## src/rtl/wdt_pkg.sv

```systemverilog
// Package: shared types for the watchdog.
// Assumes nothing beyond IEEE 1800-2017 packages.
package wdt_pkg;
    // Selects whether a service also restarts the prescaler phase.
    typedef enum logic {
        PHASE_FREE    = 1'b0,
        PHASE_RESTART = 1'b1
    } clear_mode_e;
endpackage

```

## src/rtl/wdt_kick_sync.sv

```systemverilog
// Module: wdt_kick_sync
// Brings the asynchronous service strobe into the slow clock domain through
// SYNC_STAGES flops, then emits a one-cycle pulse on each rising edge.
// Assumes the strobe stays high for at least one slow-clock period.
module wdt_kick_sync #(
    parameter int SYNC_STAGES = 2
) (
    input  logic clk,
    input  logic rst_n,
    input  logic kick_async,
    output logic kick_pulse
);
    logic [SYNC_STAGES-1:0] sync_q;
    logic                   last_q;

    // Purpose: resynchronizer chain plus previous-value flop for edge detection.
    always_ff @(posedge clk) begin
        if (!rst_n) begin
            sync_q <= '0;
            last_q <= 1'b0;
        end else begin
            sync_q <= {sync_q[SYNC_STAGES-2:0], kick_async};
            last_q <= sync_q[SYNC_STAGES-1];
        end
    end

    assign kick_pulse = sync_q[SYNC_STAGES-1] & ~last_q;

    // the pulse produced for one strobe lasts a single cycle
    a_r7_one_shot: assert property (@(posedge clk) disable iff (!rst_n)
        kick_pulse |=> !kick_pulse);
endmodule

```

## src/rtl/wdt_prescaler.sv

```systemverilog
// Module: wdt_prescaler
// Divides the slow clock by DIV and flags the last cycle of each period as a tick.
// Assumes DIV >= 2. A restart forces the phase back to zero.
module wdt_prescaler #(
    parameter int DIV = 8192
) (
    input  logic clk,
    input  logic rst_n,
    input  logic restart,
    output logic tick
);
    localparam int PW = (DIV > 2) ? $clog2(DIV) : 1;
    localparam logic [PW-1:0] LAST = PW'(DIV - 1);

    logic [PW-1:0] phase_q;

    // Purpose: free-running phase counter that wraps after DIV cycles.
    always_ff @(posedge clk) begin
        if (!rst_n || restart) begin
            phase_q <= '0;
        end else if (phase_q == LAST) begin
            phase_q <= '0;
        end else begin
            phase_q <= phase_q + 1'b1;
        end
    end

    assign tick = (phase_q == LAST);

    // a tick is always followed by phase zero
    a_r1_wrap_after_tick: assert property (@(posedge clk) disable iff (!rst_n)
        tick |=> (phase_q == '0));
    // the phase never leaves its range
    a_r1_phase_range: assert property (@(posedge clk) disable iff (!rst_n)
        phase_q <= LAST);
endmodule

```

## src/rtl/wdt_tick_counter.sv

```systemverilog
// Module: wdt_tick_counter
// Counts prescaler ticks. An overflow tick starts a reset pulse of PULSE_CYC
// cycles, and the count clears when the pulse ends. A clear request empties
// the count. Clear requests that arrive during a pulse are ignored.
// Assumes the tick is one cycle wide.
module wdt_tick_counter #(
    parameter int TICK_W    = 2,
    parameter int PULSE_CYC = 4
) (
    input  logic clk,
    input  logic rst_n,
    input  logic enable,
    input  logic clr,
    input  logic tick,
    output logic pulse_active
);
    localparam int LW = $clog2(PULSE_CYC + 1);
    localparam logic [TICK_W-1:0] CNT_MAX    = '1;
    localparam logic [LW-1:0]     PULSE_LOAD = LW'(PULSE_CYC);

    logic [TICK_W-1:0] cnt_q;
    logic [LW-1:0]     left_q;

    // Purpose: tick count and remaining pulse length, in priority order.
    always_ff @(posedge clk) begin
        if (!rst_n || !enable) begin
            cnt_q  <= '0;
            left_q <= '0;
        end else if (left_q != '0) begin
            left_q <= left_q - 1'b1;
            if (left_q == LW'(1)) begin
                cnt_q <= '0;
            end
        end else if (clr) begin
            cnt_q <= '0;
        end else if (tick) begin
            if (cnt_q == CNT_MAX) begin
                left_q <= PULSE_LOAD;
            end else begin
                cnt_q <= cnt_q + 1'b1;
            end
        end
    end

    assign pulse_active = (left_q != '0);

    // a pulse starts only on a tick seen with the count at its top value
    a_r2_rise_on_overflow: assert property (@(posedge clk) disable iff (!rst_n)
        $rose(pulse_active) |-> ($past(tick) && $past(cnt_q) == CNT_MAX));
    // when the pulse ends, the count is empty
    a_r4_clear_after_pulse: assert property (@(posedge clk) disable iff (!rst_n)
        $fell(pulse_active) |-> (cnt_q == '0));
    // disabled means idle from the next edge
    a_r5_disabled_idle: assert property (@(posedge clk) disable iff (!rst_n)
        !enable |=> (!pulse_active && cnt_q == '0));
    // a service outside a pulse empties the count
    a_r3_kick_clears: assert property (@(posedge clk) disable iff (!rst_n)
        (clr && !pulse_active) |=> (cnt_q == '0));
endmodule

```

## src/rtl/kick_watchdog.sv

```systemverilog
// Module: kick_watchdog
// Top of the watchdog: synchronizes the service strobe, divides the slow clock
// into ticks and counts them into a fixed-length reset pulse.
// Assumes one slow clock domain and a strobe that comes from an outside decoder.
module kick_watchdog
    import wdt_pkg::*;
#(
    parameter int          DIV         = 8192,
    parameter int          TICK_W      = 2,
    parameter int          PULSE_CYC   = 4,
    parameter int          SYNC_STAGES = 2,
    parameter clear_mode_e CLEAR_MODE  = PHASE_FREE
) (
    input  logic clk_slow,
    input  logic rst_n,
    input  logic wd_enable,
    input  logic kick_req,
    output logic wd_reset
);
    logic kick_pulse;
    logic tick;
    logic pulse_active;
    logic pre_restart;
    logic phase_clear;

    wdt_kick_sync #(.SYNC_STAGES(SYNC_STAGES)) u_sync (
        .clk        (clk_slow),
        .rst_n      (rst_n),
        .kick_async (kick_req),
        .kick_pulse (kick_pulse)
    );

    // The mode parameter decides whether a service restarts the prescaler.
    generate
        if (CLEAR_MODE == PHASE_RESTART) begin : g_phase_restart
            assign phase_clear = kick_pulse;
        end else begin : g_phase_free
            assign phase_clear = 1'b0;
        end
    endgenerate

    assign pre_restart = !wd_enable || pulse_active || phase_clear;

    wdt_prescaler #(.DIV(DIV)) u_pre (
        .clk     (clk_slow),
        .rst_n   (rst_n),
        .restart (pre_restart),
        .tick    (tick)
    );

    wdt_tick_counter #(.TICK_W(TICK_W), .PULSE_CYC(PULSE_CYC)) u_cnt (
        .clk          (clk_slow),
        .rst_n        (rst_n),
        .enable       (wd_enable),
        .clr          (kick_pulse),
        .tick         (tick),
        .pulse_active (pulse_active)
    );

    assign wd_reset = pulse_active;

    // a reset edge leaves the output low
    a_r6_reset_low: assert property (@(posedge clk_slow)
        !rst_n |=> !wd_reset);
endmodule

```

## config.mk

```make
export PLATFORM = sky130hd
export DESIGN_NAME = kick_watchdog
export DESIGN_NICKNAME = d
export VERILOG_FILES = /design/src/rtl/wdt_pkg.sv /design/src/rtl/wdt_kick_sync.sv /design/src/rtl/wdt_prescaler.sv /design/src/rtl/wdt_tick_counter.sv /design/src/rtl/kick_watchdog.sv
export SDC_FILE = /design/constraint.sdc
export NUM_CORES = 1
export LEC_CHECK = 0
export CAP_MARGIN = 5
export CORE_MARGIN = 1
export CORE_UTILIZATION = 45
export CTS_CLUSTER_SIZE = 16
export DETAILED_ROUTE_END_ITERATION = 7
export HOLD_SLACK_MARGIN = 0.08
export PLACE_DENSITY = 0.68
export REMOVE_ABC_BUFFERS = 1
export SLEW_MARGIN = 20
export SYNTH_ARGS = -nofsm -noshare
export SYNTH_HDL_FRONTEND = slang
export SYNTH_HIERARCHICAL = 1
export SYNTH_SLANG_ARGS = --single-unit
```

## constraint.sdc

```tcl
create_clock -name clk_slow -period 3.6 [get_ports clk_slow]
set_input_delay 0.54 -clock clk_slow [delete_from_list [all_inputs] [get_ports clk_slow]]
set_output_delay 0.54 -clock clk_slow [all_outputs]
set_load 0.05 [all_outputs]
```

==> impl_metrics.yaml, run 1 <==
layout:
  nets: 112
  diodes: 0
  final_common_cell: "dfxtp_1"
  area_growth_pct: 10.5
  drive_gt1_share_pct: 13.3
  layout_common_cells: "dfxtp_1, nor2_1, nand2_1, nand3_1"
  fin_util_pct: 55.5
clock_tree:
  cts_setup_buffers: 0
  cts_tree: "done"
  clkTransAtPathRegs_ns: 0.10
  cts-root-buf: "clkbuf_4"
  cts_hold_buffers: 0
  clk_latency_ns: 0.29
  cts_num_sinks: 21
  cts_buffers: 3
  cts_htree_levels: 1
  max-clock-path-buffers: 2
  postCtsResizedCells: 0
sta:
  rsz0062_at_grt: "false"
  hold_viol: 0
  setup_viol: 0
  fmax_mhz: 430
  fin_worst_skew_ns: 0.00238
  tightestPinTransition_ns: 0.623
  slew_headroom_pct: 58.0
  drv_slew: 0
  period_share_pct: 64.7
  fin_tns_setup_ns: 0
  fin_crit_ns: 2.33
routing:
  routed_wl_mm: 1.46
  drcViolationCount: 0
  drtIter0Drc: 8
  wl_per_cell_um: 11.2
  viasPerCell: 5.35
  num_vias: 695
  first_pass_iters: 4
  postRouteAntennaNets: 0
critical_path:
  slowest_delay_ns: 0.71
  cp_slowest_cell: "clkdlybuf4s50_1"
  path_class: "reg2out"
  crit_fanout: 7
  cp_cell_sequence: "or3_4 > clkdlybuf4s50_1"
  ff2ff_setup_slack_ns: 1.51
  cp_data_arrival_time_ns: 1.79
  crit_path_end_kind: "primary output"
  required_ns: 3.06
  reg2reg_depth: 6
  rr_startpoint: "u_pre/phase_q[0]$_SDFF_PP0_"
  worstSetupStartpointType: "register"
  worstReg2RegEnd: "u_cnt/cnt_q[0]$_SDFFE_PP0P_"
floorplanning:
  start_util_pct: 50.2
  rows: 15
  die_h_um: 47.1
  ios: 5
  core_area_mm2: 0.00182
  die_area_mm2: 0.00222
  die_x_um: 47.1
place:
  dp_hpwl_mm: 1.15
  place.gp.congestion: 0.780
  portBuffers: 4
worst_hold_path:
  holdPathStages: 1
  hold_class: "reg2reg"
  min_from: "u_sync/sync_q[0]$_SDFF_PN0_"
  min_to: "u_sync/sync_q[1]$_SDFF_PN0_"
logic_synthesis:
  ys_ff_latch: 21
  synth.top_cells.by_area: "dfxtp_1, nand3_1, nand2_1"
  ys_warn_count: 6
  yosys.area.top_type: "dfxtp_1"
  synth_cell_type_count: 31
  netlist_area_um2: 915
  synth_cells: 98
  yosysTopAreaCellShare_pct: 46.0
  syn_avg_cell_area_um2: 9.33
  yosysSeqAreaShare_pct: 46.0
grt:
  antenna_found_initial: 0
  grtUsageTotal_pct: 15.7
  overflow: 0
  grt_pass1_vias: 625
  grt_pass1_wl_mm: 2.41
  grt_max_degree: 14
pwr:
  power.density_mw_per_mm2: 353
  power_leakage_nw: 0.321
  power_frac_clock_pct: 29.4
  combPwrFrac_pct: 4.4
  power.switching_uw: 71.1
  intPower_uw: 286
  switching_share_pct: 19.9
  finalPower_uw: 357
  max-vdd-ir-drop_v: 0.000299
  seqPwrFrac_pct: 66.2
run:
  drv_cap: 0
outcome:
  run_status: "finished, final reports clean"
## power by group through the flow
stage	Combinational [mW]	Clock (mW)	Sequential (mW)
global route	0.0178	0.123	0.237
CTS	0.0157	0.111	0.237
floorplan	0.00824	0	0.241
finish	0.0158	0.105	0.236
global placement	0.0151	0	0.242
detailed placement	0.0156	0	0.242
## flip-flops by register name (all words and copies together), names as in the netlist
name / flops
u_cnt/cnt_q: 2
u_sync/last_q: 1
u_sync/sync_q: 2
u_cnt/left_q: 3
u_pre/phase_q: 13
## through the flow
stage | hold WS, ns | instance area (um^2) | setup slack [ns] | instances
after floorplan | 0.406 | 898 | 1.53 | 96
after global placement | 0.415 | 977 | 1.49 | 126
after detailed placement | 0.422 | 977 | 1.40 | 126
after CTS | 0.453 | 1000 | 1.27 | 130
after global routing | 0.470 | 1010 | 1.20 | 130
final | 0.446 | 1010 | 1.27 | 130
## cell usage after synthesis
| library cell | n |
|---|---|
| or3_1 | 3 |
| o21ai_0 | 5 |
| a21boi_0 | 3 |
| xor2_1 | 2 |
| o41ai_1 | 1 |
| mux2i_1 | 2 |
| nand4_2 | 1 |
| nor4_1 | 1 |
| or4_1 | 2 |
| buf_6 | 1 |
| or3_2 | 2 |
| nor3_1 | 1 |
| nand2b_1 | 2 |
| xnor2_1 | 1 |
| a21oi_1 | 5 |
| buf_2 | 1 |
| nand2_1 | 8 |
| nor2b_4 | 1 |
| nor2_1 | 8 |
| or3_4 | 1 |
| or4_4 | 1 |
| a21oi_2 | 2 |
| nand3_1 | 6 |
| and2_1 | 3 |
| inv_1 | 2 |
| dfxtp_1 | 21 |
| o31ai_1 | 4 |
| nor2b_1 | 2 |
| nand4_1 | 3 |
| or4_2 | 1 |
| ha_1 | 2 |
## worst max-delay path by stage
stage	startpoint	to	slack (ns)	depth (start not counted)
after floorplan	u_pre/phase_q[0]$_SDFF_PP0_	u_pre/phase_q[2]$_SDFF_PP0_	1.53	4
after global placement	u_pre/phase_q[3]$_SDFF_PP0_	u_pre/phase_q[2]$_SDFF_PP0_	1.49	4
after detailed placement	u_pre/phase_q[0]$_SDFF_PP0_	u_pre/phase_q[5]$_SDFF_PP0_	1.40	5
after CTS	u_cnt/left_q[0]$_SDFFE_PP0P_	wd_reset	1.27	2
after global routing	u_cnt/left_q[0]$_SDFFE_PP0P_	wd_reset	1.20	2
final	u_cnt/left_q[0]$_SDFFE_PP0P_	wd_reset	1.27	2
## logic make-up (layout without fill, tap and decap cells)
kind of cell	after synthesis	in the layout	synth area share, %
adders and majority gates	2	2	2.74
and+or+nand+nor	46	46	29.5
xor gates and xnor gates	3	3	2.87
muxes	2	2	2.19
buffers and inverters	4	11	2.60
AOI/OAI and AO/OA	20	20	14.1
DFF	21	21	46.0
## final cells by class
cell class                      instances  area (um^2)
Timing Repair Buffer                    5         47.5
Sequential cell                        21          420
Inverter                                2         7.51
Tap cell                               25         31.3
Clock buffer                            4         26.3
Multi-Input combinational cell         73          478
Fill cell                             176          810
## layer usage
layer	GRT usage [%]	part of all wire (%)
met1	18.2	49
met2	26.7	46
met3	6.92	3.1
met4	3.43	1.2
met5	0	0
## critical path, delay by kind of cell (launching register included)
kind	cells	cell delay (ns)
buffers and inverters	1	0.71
AND/OR/NAND/NOR	1	0.41
flip-flops	1	0.38
(Power assumes the default switching activity.)
==> inputs of run 2 (changes only) <==
--- a/config.mk
+++ b/config.mk
@@ -11,7 +11,7 @@
 export CTS_CLUSTER_SIZE = 16
 export DETAILED_ROUTE_END_ITERATION = 7
 export HOLD_SLACK_MARGIN = 0.08
-export PLACE_DENSITY = 0.68
+export PLACE_DENSITY = 0.7
 export REMOVE_ABC_BUFFERS = 1
 export SLEW_MARGIN = 20
 export SYNTH_ARGS = -nofsm -noshare
==> constraint.sdc (replaced) <==
create_clock -name clk_slow -period 2.1 [get_ports clk_slow]
set_input_delay 0.315 -clock clk_slow [delete_from_list [all_inputs] [get_ports clk_slow]]
set_output_delay 0.315 -clock clk_slow [all_outputs]
set_load 0.05 [all_outputs]
==> run 2 against run 1 <==
Net effect: clock power grew 82%; combinational power grew 75%; die area is the same; critical path type is now reg2reg.
==> impl_metrics.yaml, run 2 (synthesized netlist as in run 1, its figures left out) <==
routing:
  viasPerCell: 5.36
  postRouteAntennaNets: 0
  dr.max_layer_used: "met4"
  dr_wl_met2_um: 734
  met3_length_um: 54
  drt-met1-wl_um: 828
  num_vias: 729
  wl_per_cell_um: 12.0
  drcViolationCount: 0
  routed_wl_mm: 1.63
  first_pass_iters: 4
  drtIter0Drc: 10
critical_path:
  cp_data_arrival_time_ns: 2.18
  worstSetupStartpoint: "u_pre/phase_q[0]$_SDFF_PP0_"
  cp_slowest_cell: "dfxtp_1"
  crit_path_end_kind: "register"
  required_ns: 2.34
  rr_startpoint: "u_pre/phase_q[0]$_SDFF_PP0_"
  path_class: "reg2reg"
  cp_cell_sequence: "ha_1 > nand3_1 > buf_4 > nor4_1 > nand2b_1 > a21boi_0 > mux2i_1"
  worstSetupStartpointType: "register"
  cp_top_family: "simple AND/OR/NAND/NOR gates"
  crit_buf_inv: 1
  slowest_delay_ns: 0.38
  crit_fanout: 6
place:
  dp_hpwl_mm: 1.20
  portBuffers: 4
  place.gp.congestion: 0.713
floorplanning:
  core_area_mm2: 0.00182
  die_h_um: 47.1
  die_x_um: 47.1
  start_util_pct: 50.2
  ios: 5
  rows: 15
  die_area_mm2: 0.00222
grt:
  overflow: 0
  grtUsageTotal_pct: 17.6
  antenna_found_initial: 0
  grt_pass1_vias: 629
  grt_max_degree: 13
  grt_pass1_wl_mm: 2.62
clock_tree:
  cts_hold_buffers: 0
  clk_latency_ns: 0.30
  cts_htree_levels: 1
  cts_setup_buffers: 0
  cts_num_sinks: 21
  max-clock-path-buffers: 2
  cts-root-buf: "clkbuf_4"
  cts_buffers: 3
  cts_tree: "done"
  clkTransAtPathRegs_ns: 0.11
outcome:
  run_status: "finished, final reports clean"
sta:
  setup_viol: 0
  fin_crit_ns: 1.94
  tightestPinTransition_ns: 0.646
  fin_worst_skew_ns: 0.00434
  hold_viol: 0
  fin_tns_setup_ns: 0
  drv_slew: 0
  fmax_mhz: 516
  period_share_pct: 92.3
  slew_headroom_pct: 56.5
pwr:
  max-vdd-ir-drop_v: 0.000525
  finalPower_uw: 624
  power_leakage_nw: 0.356
  power.density_mw_per_mm2: 592
layout:
  layout_common_cells: "dfxtp_1, nor2_1, nand2_1, buf_4, nand3_1"
  nFillCells: 170
  largest_register_ffs: 13
  final_common_cell: "dfxtp_1"
  top_regs: "u_pre/phase_q x13, u_cnt/left_q x3"
  diodes: 0
  regMostFlops: "u_pre/phase_q"
  area_growth_pct: 15.3
  drive_gt1_share_pct: 18.0
  nets: 118
worst_hold_path:
  hold_class: "reg2reg"
  min_from: "u_sync/sync_q[0]$_SDFF_PN0_"
run:
  drv_cap: 0
==> run 2: cell count changes in the layout (fill, tap and decap cells not counted) <==
cell	delta
clkdlybuf4s50_1	-1
buf_4	+6
dlygate4sd2_1	+1
==> run 2: cell type report <==
class / count / area (um^2) / share of cell area (%)
Tap cell: 25 / 31.3 / 2.97
Timing Repair Buffer: 11 / 91.3 / 8.66
Multi-Input combinational cell: 73 / 478 / 45.3
Inverter: 2 / 7.51 / 0.712
Sequential cell: 21 / 420 / 39.9
Clock buffer: 4 / 26.3 / 2.49
==> run 2: final timing paths <==
kind                                                     to  slack (ns)  cells after the start
worst max register to register  u_cnt/cnt_q[1]$_SDFFE_PP0P_        0.16                      7
worst max-delay path            u_cnt/cnt_q[1]$_SDFFE_PP0P_        0.16                      7
worst min register to register  u_sync/sync_q[1]$_SDFF_PN0_        0.44                      1
worst min-delay path            u_sync/sync_q[1]$_SDFF_PN0_        0.44                      1
==> run 2: power by group <==
part	switching (mW)	internal (mW)
clock	0.117	0.0742
sequential	0.00252	0.403
combinational	0.0134	0.0142
==> run 2: per-layer routing <==
metal	vias up	track usage, %
met2	7	26.4
met3	2	8.08
met4	0	6.86
li1	383	-
met5	-	0
met1	337	22.0
==> run 2: repair_timing <==
action                     CTS  global route
resized for setup            1             1
cloned                       0             0
setup endpoints to repair    1             6
==> run 2: worst register-to-register path: stages (launching register included) <==
cell      delay, ns
dfxtp_1        0.38
ha_1           0.18
nand3_1        0.11
buf_4          0.18
nor4_1         0.35
nand2b_1       0.09
a21boi_0       0.37
mux2i_1        0.22
==> run 2: through the flow <==
step,hold WS (ns),std cells,util (%),instance area (um^2),setup slack (ns)
4_1_cts,0.448,136,57.5,1050,0.0897
2_1_floorplan,0.406,96,-,898,0.0270
3_5_place_dp,0.420,132,56.2,1020,0.131
6_report,0.440,136,57.9,1050,0.162
3_3_place_gp,0.420,132,56.2,1020,0.186
5_1_grt,0.462,136,57.9,1050,-0.0173
